--- src/rtl/spi_tmg_pkg.sv ---
`timescale 1ns/1ps
package spi_tmg_pkg;

  typedef enum logic [1:0] {PH_IDLE, PH_LEAD, PH_XFER, PH_LAG} phase_e;

  // Reset contents of the captured configuration
  localparam int unsigned RST_DIV   = 2;
  localparam int unsigned RST_LEAD  = 1;
  localparam int unsigned RST_LAG   = 1;
  localparam int unsigned RST_NBITS = 8;

  // Divisor, delay code and bit count all raise zero to one
  function automatic int unsigned at_least_one(input int unsigned code);
    return (code == 0) ? 1 : code;
  endfunction

  // Clock edges still due after the first rising edge of a transfer
  function automatic int unsigned edges_after_first(input int unsigned bits);
    return 2 * bits - 1;
  endfunction

endpackage

--- src/rtl/spi_tmg_halfcnt.sv ---
`timescale 1ns/1ps
module spi_tmg_halfcnt #(
  parameter int W = 10
) (
  input  logic         clk,
  input  logic         rst_n,
  input  logic         load,
  input  logic         run,
  input  logic [W-1:0] reload,
  output logic         tick
);
  logic [W-1:0] cnt;

  assign tick = run && !load && (cnt == W'(1));

  always_ff @(posedge clk or negedge rst_n) begin
    if (!rst_n)       cnt <= '0;
    else if (load)    cnt <= reload;
    else if (run)     cnt <= tick ? reload : cnt - W'(1);
  end
endmodule

--- src/rtl/spi_tmg_cfg.sv ---
`timescale 1ns/1ps
module spi_tmg_cfg #(
  parameter int DIV_W = 10,
  parameter int DLY_W = 2,
  parameter int NB_W  = 6
) (
  input  logic             clk,
  input  logic             rst_n,
  input  logic             capture,
  input  logic [DIV_W-1:0] div_in,
  input  logic [DLY_W-1:0] lead_in,
  input  logic [DLY_W-1:0] lag_in,
  input  logic [NB_W-1:0]  nb_in,
  output logic [DIV_W-1:0] div_cur,
  output logic [DLY_W-1:0] lead_cur,
  output logic [DLY_W-1:0] lag_cur,
  output logic [NB_W-1:0]  nb_cur
);
  logic [DIV_W-1:0] div_q;
  logic [DLY_W-1:0] lead_q, lag_q;
  logic [NB_W-1:0]  nb_q;

  always_ff @(posedge clk or negedge rst_n) begin
    if (!rst_n) begin
      div_q  <= DIV_W'(spi_tmg_pkg::RST_DIV);
      lead_q <= DLY_W'(spi_tmg_pkg::RST_LEAD);
      lag_q  <= DLY_W'(spi_tmg_pkg::RST_LAG);
      nb_q   <= NB_W'(spi_tmg_pkg::RST_NBITS);
    end else if (capture) begin
      div_q  <= div_in;
      lead_q <= lead_in;
      lag_q  <= lag_in;
      nb_q   <= nb_in;
    end
  end

  // The capture cycle already uses the new values
  assign div_cur  = capture ? div_in  : div_q;
  assign lead_cur = capture ? lead_in : lead_q;
  assign lag_cur  = capture ? lag_in  : lag_q;
  assign nb_cur   = capture ? nb_in   : nb_q;
endmodule

--- src/rtl/spi_tmg_seq.sv ---
`timescale 1ns/1ps
module spi_tmg_seq #(
  parameter int DLY_W = 2,
  parameter int NB_W  = 6
) (
  input  logic             clk,
  input  logic             rst_n,
  input  logic             go,
  input  logic             tick,
  input  logic [DLY_W-1:0] lead_u,
  input  logic [DLY_W-1:0] lag_u,
  input  logic [NB_W-1:0]  nbits,
  output logic             ssel_n,
  output logic             sck,
  output logic             sample_stb,
  output logic             shift_stb,
  output logic             busy,
  output logic             done
);
  import spi_tmg_pkg::*;
  localparam int EW = NB_W + 1;

  phase_e           phase;
  logic [DLY_W-1:0] units;
  logic [EW-1:0]    edge_left;

  always_ff @(posedge clk or negedge rst_n) begin
    if (!rst_n) begin
      phase      <= PH_IDLE;
      units      <= '0;
      edge_left  <= '0;
      ssel_n     <= 1'b1;
      sck        <= 1'b0;
      sample_stb <= 1'b0;
      shift_stb  <= 1'b0;
      busy       <= 1'b0;
      done       <= 1'b0;
    end else begin
      sample_stb <= 1'b0;
      shift_stb  <= 1'b0;
      done       <= 1'b0;
      unique case (phase)
        PH_IDLE: if (go) begin
          phase  <= PH_LEAD;
          units  <= lead_u;
          ssel_n <= 1'b0;
          busy   <= 1'b1;
          sck    <= 1'b0;
        end
        PH_LEAD: if (tick) begin
          if (units == DLY_W'(1)) begin
            phase      <= PH_XFER;
            sck        <= 1'b1;
            sample_stb <= 1'b1;
            edge_left  <= EW'(edges_after_first(32'(nbits)));
          end else begin
            units <= units - DLY_W'(1);
          end
        end
        PH_XFER: if (tick) begin
          sck        <= ~sck;
          sample_stb <= ~sck;
          shift_stb  <= sck;
          edge_left  <= edge_left - EW'(1);
          if (edge_left == EW'(1)) begin
            phase <= PH_LAG;
            units <= lag_u;
          end
        end
        PH_LAG: if (tick) begin
          if (units == DLY_W'(1)) begin
            phase  <= PH_IDLE;
            ssel_n <= 1'b1;
            busy   <= 1'b0;
            done   <= 1'b1;
          end else begin
            units <= units - DLY_W'(1);
          end
        end
        default: phase <= PH_IDLE;
      endcase
    end
  end
endmodule

--- src/rtl/spi_sck_timer.sv ---
`timescale 1ns/1ps
module spi_sck_timer #(
  parameter int DIV_W = 10,
  parameter int DLY_W = 2,
  parameter int NB_W  = 6
) (
  input  logic             clk,
  input  logic             rst_n,
  input  logic [DIV_W-1:0] div_cfg,
  input  logic [DLY_W-1:0] lead_cfg,
  input  logic [DLY_W-1:0] lag_cfg,
  input  logic             start,
  input  logic [NB_W-1:0]  nbits,
  output logic             ssel_n,
  output logic             sck,
  output logic             sample_stb,
  output logic             shift_stb,
  output logic             busy,
  output logic             done
);
  import spi_tmg_pkg::*;

  // Named internal events, also seen by the bound checker
  logic             go;
  logic             tick;
  logic [DIV_W-1:0] div_cur, half_len;
  logic [DLY_W-1:0] lead_cur, lag_cur, lead_units, lag_units;
  logic [NB_W-1:0]  nb_cur, nb_eff;

  assign go = start && !busy;

  spi_tmg_cfg #(.DIV_W(DIV_W), .DLY_W(DLY_W), .NB_W(NB_W)) u_cfg (
    .clk(clk), .rst_n(rst_n), .capture(go),
    .div_in(div_cfg), .lead_in(lead_cfg), .lag_in(lag_cfg), .nb_in(nbits),
    .div_cur(div_cur), .lead_cur(lead_cur), .lag_cur(lag_cur), .nb_cur(nb_cur)
  );

  assign half_len   = DIV_W'(at_least_one(32'(div_cur)));
  assign lead_units = DLY_W'(at_least_one(32'(lead_cur)));
  assign lag_units  = DLY_W'(at_least_one(32'(lag_cur)));
  assign nb_eff     = NB_W'(at_least_one(32'(nb_cur)));

  spi_tmg_halfcnt #(.W(DIV_W)) u_half (
    .clk(clk), .rst_n(rst_n), .load(go), .run(busy),
    .reload(half_len), .tick(tick)
  );

  spi_tmg_seq #(.DLY_W(DLY_W), .NB_W(NB_W)) u_seq (
    .clk(clk), .rst_n(rst_n), .go(go), .tick(tick),
    .lead_u(lead_units), .lag_u(lag_units), .nbits(nb_eff),
    .ssel_n(ssel_n), .sck(sck), .sample_stb(sample_stb),
    .shift_stb(shift_stb), .busy(busy), .done(done)
  );
endmodule

--- config.mk ---
export PLATFORM = sky130hd
export DESIGN_NAME = spi_sck_timer
export DESIGN_NICKNAME = d
export VERILOG_FILES = /design/src/rtl/spi_tmg_pkg.sv /design/src/rtl/spi_tmg_halfcnt.sv /design/src/rtl/spi_tmg_cfg.sv /design/src/rtl/spi_tmg_seq.sv /design/src/rtl/spi_sck_timer.sv
export SDC_FILE = /design/constraint.sdc
export NUM_CORES = 1
export LEC_CHECK = 0
export ABC_CLOCK_PERIOD_IN_PS = 4950
export BUFFER_PORTS_ARGS = -buffer_cell sky130_fd_sc_hd__buf_2
export CORE_ASPECT_RATIO = 1.5
export CORE_MARGIN = 4
export CORE_UTILIZATION = 25
export CTS_CLUSTER_SIZE = 28
export DETAILED_ROUTE_END_ITERATION = 8
export GPL_ROUTABILITY_DRIVEN = 0
export PLACE_DENSITY = 0.53
export RECOVER_POWER = 100
export SLEW_MARGIN = 20
export SYNTH_ARGS = -nofsm -noshare
export SYNTH_HDL_FRONTEND = slang
export SYNTH_SLANG_ARGS = --single-unit
--- constraint.sdc ---
create_clock -name clk -period 4.95 [get_ports clk]
set_input_delay 0.99 -clock clk [delete_from_list [all_inputs] [get_ports clk]]
set_output_delay 0.99 -clock clk [all_outputs]
set_load 0.02 [all_outputs]
== Yosys cells after proc, flatten, opt, wreduce, memory -nomap -nowiden ==
Cells that the tools add are included.
W data, S select, Z words.
Storage, ports and cells
  output and inout port bits: 6
  register bits: 47
  bits of input ports: 23
  word-level logic and storage cells: 100
Operators by class
  add/subtract/negate cells: 4
  muxes and demuxes: 46
  reductions and logical operators: 20
  bitwise gates (word level): 1
  equality and inequality tests: 15
Operators by type and width (number)
  $mux W10: 5
  $mux W2: 16
  $mux W7: 3
  $pmux W7 S2: 1
  $sub A7 B1 Y7 const B: 2
  $mux W1: 13
  $mux W6: 2
  $eq A10 B1 Y1 const B: 1
  $logic_not A10 Y1: 1
  $ne A2 B2 Y1 const B: 5
  $reduce_and A5 Y1: 2
  $sub A10 B1 Y10 const B: 1
  $ne A2 B1 Y1 const B: 4
  $pmux W2 S4: 1
  $reduce_and A4 Y1: 2
  $eq A7 B1 Y1 const B: 1
  $reduce_and A7 Y1: 1
  $logic_not A2 Y1: 3
  $logic_not A6 Y1: 1
  $pmux W1 S2: 3
  $pmux W2 S3: 1
  $reduce_bool A2 Y1: 3
  $eq A2 B1 Y1 const B: 2
  $eq A2 B2 Y1 const B: 2
  other kinds (7): 10

== Logic depth before layout (Yosys ltp) ==
  word-level depth: 9
  gate-level depth with buffers: 11
  gate-level depth less buffers: 9

== Modules after synthesis ==
Synthesis repeated with hierarchy kept, for this count alone.
Second synthesis, totals
  cell total of the unflattened synthesis: 275
  area, all modules: 2822.7 sq um
By module, submodules not included
  spi_tmg_seq: cells each 126, sequential area each 426.7 sq um, times used 1, area an instance 1159.9 sq um
  spi_tmg_cfg: cells each 42, sequential area each 505.5 sq um, times used 1, area an instance 828.3 sq um
  spi_tmg_halfcnt: cells each 82, sequential area each 250.2 sq um, times used 1, area an instance 710.7 sq um
  spi_sck_timer: cells each 25, sequential area each 0.0 sq um, times used 1, area an instance 123.9 sq um

== Worst setup path after synthesis ==
No wires, ideal clock.
  path type: input to register
  from: input port start
  to: register u_seq.edge_left[3]
  required time: 4.830 ns
  path buffers: 4
  slack: 2.223 ns
  stages: 10
  setup time: 0.120 ns
  arrival time: 2.607 ns
  cell sequence: buf_2 nand2b_1 buf_2 buf_2 buf_2 mux2i_1 ha_1 xor2_1 nand2_1 and3_1
Between the ends
  longest elaborated chain between the ends: 8
  elaborated cells on any way between the ends: 14
  those cells by class: 1 x add/sub; 2 x eq/ne; 5 x mux; 6 x reduce/logical
RTL lines
  start: declaration: RTL line spi_sck_timer.sv:12  | input logic start,
  $logic_and A1 B1 Y1 (*): RTL line spi_sck_timer.sv:30  | assign go = start && !busy;
  $mux W6: RTL line spi_tmg_cfg.sv:41  | assign nb_cur = capture ? nb_in : nb_q;
  $logic_not A6 Y1: RTL line spi_tmg_pkg.sv:14  | return (code == 0) ? 1 : code;
  $mux W6: RTL line spi_tmg_pkg.sv:14
  $sub A7 B1 Y7: RTL line spi_tmg_pkg.sv:19  | return 2 * bits - 1;
  $mux W7: RTL line spi_tmg_seq.sv:51  | if (units == DLY_W'(1)) begin
  $mux W7: RTL line spi_tmg_seq.sv:50  | PH_LEAD: if (tick) begin
  $pmux W7 S2: RTL line spi_tmg_seq.sv:42  | unique case (phase)
  end signal: assignment: RTL line spi_tmg_seq.sv:55  | edge_left <= EW'(edges_after_first(32'(nbits)));
  end signal: assignment: RTL line spi_tmg_seq.sv:64  | edge_left <= edge_left - EW'(1);
  end: declaration: RTL line spi_tmg_seq.sv:25  | logic [EW-1:0] edge_left;
Mark *: on every way between the ends. The rest lies on a longest branch, timed or not. The select of a mux whose other input is x is not followed.
A chain may end at the register's enable or synchronous reset.

== Final worst setup path ==
  from: input port start
  to: register u_half.cnt[0]
Between the ends
  longest elaborated chain between the ends: 7
  elaborated cells on any way between the ends: 11
  those cells by class: 5 x mux; 6 x reduce/logical
RTL lines
  $logic_and A1 B1 Y1 (*): RTL line spi_sck_timer.sv:30
  $mux W10 (*)
  named net div_cur[8]: RTL line spi_sck_timer.sv:26  | logic [DIV_W-1:0] div_cur, half_len;
  $logic_not A10 Y1 (*): RTL line spi_tmg_pkg.sv:14
  $mux W10 (*): RTL line spi_tmg_pkg.sv:14
  $mux W10 (2 in series): RTL line spi_tmg_halfcnt.sv:19  | else if (run) cnt <= tick ? reload : cnt - W'(1);
  $mux W10 (*): RTL line spi_tmg_halfcnt.sv:18  | else if (load) cnt <= reload;
  end signal: assignment: RTL line spi_tmg_halfcnt.sv:18
  end signal: assignment: RTL line spi_tmg_halfcnt.sv:19
  end: declaration: RTL line spi_tmg_halfcnt.sv:12  | logic [W-1:0] cnt;
Mark *: on every way through the listed nets, which the timed path passes. The rest lies on a longest branch. The select of a mux whose other input is x is not followed.

==> run metrics <==
Clock Path Buffers=2; Static Leak=roughly 1.4 nW; worst r2r dst=u_half.cnt[0]; share of cells above drive strength 1=14.7%; Final nets=352; RR Startpoint=u_seq.busy; clk sink count=47; Worst-Margin Slew=roughly 2700 ps; multi-input logic area=around 1400 sq um; global-route wire length before repair=11.7 mm; Reg area=between 1000 and 1500 sq um; ys flop type=dfrtp_1; clk root buf=clkbuf_16; Final Hold Vio Count=0; crit path kind=input pin to flop; io pins=29; top post-synthesis cells by area=dfrtp_1, nand2_1, mux2_2; die area=between 10000 and 15000 sq um; CP Depth=7; power share of the clock group=around a fifth; pwr/cell area=between 500 and 600 nW/um^2; max_slew headroom=-77.4%; placed insts=roughly 460; Post-synth EDFFs=0; wire per inst=about 15 um; clock-pin slew on the worst setup and hold paths=approximately 70 ps; post-synthesis async set-or-reset flop share=between 90% and 100%; Seq/Total Area, Yosys=a little over two fifths; sum of buffers and inverters on the critical path=2; Syn Inst Count=slightly below 300; Post-CTS Resized=0; Worst Reg2Reg Path Length in Cells=6; number of global-route vias before repair=2329; gr usage total=between 10% and 20%; Yosys top cell area share=a little under two fifths; # Post-CTS Setup Buffers=0; drt first pass iters=4; Post-DP HPWL=around 5.3 mm; First DRT Iteration DRCs=65; Sw Ratio=approximately two fifths; initial antenna violation count=0; Area Overhead vs Synth=13.8%; max-slew violation count=48; fin crit share=between 60 and 70%; Syn Std Cell Area=2740 sq um; peak supply drop=approximately 0.00033 V; critical path endpoint category=flop; Antenna Cells=0; Ys Warns=0; setup ws final=1780 ps; core region area=between 10000 and 15000 sq um; critical path data required time=a little over 5000 ps; number of remaining DRC errors=0; Syn Area/Cell=9.34 sq um; Setup Slack @ Placement=around 1900 ps; CTS tree=yes; min cycle time layout=~3200 ps; Initial Util=between 20% and 30%; antenna-violating nets left=0; power share of the sequential group=between 30% and 40%; failing checks=capacitance limit, slew limit; H-tree depth=2; Worst-Skew Late Latency=300 ps; crit path DAT=approximately 3400 ps; Max Fclk=315 MHz; reg-to-reg slack, setup=2020 ps; cell mode on critical path=clkbuf_1; status=finished with violations; Mapped Nets=about 330; combinational share of power=a little over two fifths; FP Rows=46; largest net degree at the start of global routing=48; die extent in x=93.4 um; die height=approximately 140 um; vias=around 2300; FF+latch count, synth=47; maxcap violations=1; CP top delay family=buffers and inverters; Critical Path Start Type=input pin; max incr delay on CP=~800 ps; worst setup path end=u_half.cnt[0]; Distinct cells, synth=between 50 and 60; Int Power=around 0.0010 W; worst-path cell chain=clkbuf_1, nand2b_1, clkbuf_1, mux2_1, a21oi_1, nor3_1, a311oi_1; final WL=7.05 mm; Crit. Startpoint=start; clock skew=9.30 ps; switching power=between 0.0006 and 0.0007 W; RSZ-0062 raised after global routing=false; Layout fillers=~1100; CP max stage cell=clkbuf_1; GR Overflow Total=0; Layout Cells excl Fill=approximately 460; worst hold path class=flop to flop; Setup TNS=0 ps; CTS Buf Count=5; worst-path maximum fanout=19; Hold Buf Count CTS=0; IO buf count=28; DR vias/cell=4.90; cell taking the most area after synthesis=dfrtp_1; Final setup violation count=0
## worst min path at each step
stage                    start              end  slack (ps)  depth (start not counted)
2_1_floorplan   u_cfg.div_q[0]   u_cfg.div_q[0]         440                          2
3_3_place_gp    u_cfg.div_q[0]   u_cfg.div_q[0]         460                          2
3_5_place_dp    u_cfg.div_q[0]   u_cfg.div_q[0]         470                          2
4_1_cts         u_cfg.div_q[0]   u_cfg.div_q[0]         480                          2
5_1_grt        u_cfg.lead_q[0]  u_cfg.lead_q[0]         520                          2
6_report        u_cfg.div_q[0]   u_cfg.div_q[0]         480                          2
## sequential cells by signal, summed over array words and instances (netlist names), 2 cells and up
name and count:
u_cfg.lead_q 2, u_seq.edge_left 7, u_half.cnt 10, u_seq.units 2
u_cfg.div_q 10, u_cfg.nb_q 6, u_cfg.lag_q 2, u_seq.phase 2
## Yosys cell counts, types with 2 or more instances
master / count
inv_1: 20
dfrtp_1: 42
nor2b_1: 3
nor4_1: 6
nand4_1: 4
o22ai_1: 2
a211oi_1: 3
or4_4: 3
mux2i_1: 11
o22a_1: 4
nand2_1: 37
buf_2: 5
a31oi_1: 5
ha_1: 10
o21ai_0: 21
clkbuf_1: 7
a21oi_1: 14
nand3_1: 8
and3_1: 6
nor3_2: 2
mux2_2: 12
nand2b_1: 4
dfstp_2: 5
a41oi_1: 2
nor3_1: 7
a22oi_1: 2
or2_2: 2
nor2_1: 21
## power by group through the flow
stage | Combinational (W) | Clock (W) | Sequential (W)
CTS | 0.000739 | 0.000348 | 0.000638
finish | 0.000702 | 0.000337 | 0.000638
global placement | 0.000725 | 0 | 0.000641
global route | 0.000799 | 0.000363 | 0.000659
floorplan | 0.000584 | 0 | 0.000606
detailed placement | 0.000734 | 0 | 0.000642
## cell type report
cell class	instances	share of cell area, %
inverter	20	2.41
clock inverter	3	0.482
clock buffer	5	4.01
multi-input combinational	214	44.8
sequential	47	37.9
tap	144	5.78
timing repair buffer	31	4.58
## layout by cell type (no fill, tap or decap), types with 5 or more instances in the layout
cell type  count
and3_1         6
a31oi_1        5
buf_2         21
mux2i_1       11
nor3_1         9
a21oi_1       14
mux2_1         8
o21ai_0       21
nor2_1        21
ha_1          10
inv_1         20
nor4_1         6
dfrtp_1       42
nand2_1       37
nand3_1        8
dfstp_2        5
clkbuf_16      5
clkbuf_1      10
## stage by stage
stage          utilization [%]  area, sq um  total power, W  hold slack, ps
2_1_floorplan                -         2740         0.00119             442
3_3_place_gp              28.4         3030         0.00137             458
3_5_place_dp              28.4         3030         0.00138             466
4_1_cts                   29.8         3170         0.00173             482
5_1_grt                   29.3         3120         0.00182             520
6_report                  29.3         3120         0.00168             480
## metal layers
metal  vias to the layer above  track usage [%]  wire, um
met3                        12             2.66       211
met5                         -                0         0
met1                      1123             13.4      2960
met2                        35             20.8      3690
li1                       1104                -         -
met4                         0             5.30       186
## tightest hold or removal path, stage by stage, from the launching register on
cell and delay, ps:
dfrtp_1 320, nand2_1 40, nand2_1 70
## cells by family after synthesis
| family | share of synthesized area (%) |
|---|---|
| mux | 8.96 |
| fa+ha+maj | 4.57 |
| compound gates | 17.1 |
| buf+inv | 4.62 |
| simple gates | 20.9 |
| xor+xnor | 0.640 |
| flops | 43.2 |
Note: power is estimated with default switching activity, not from simulation.
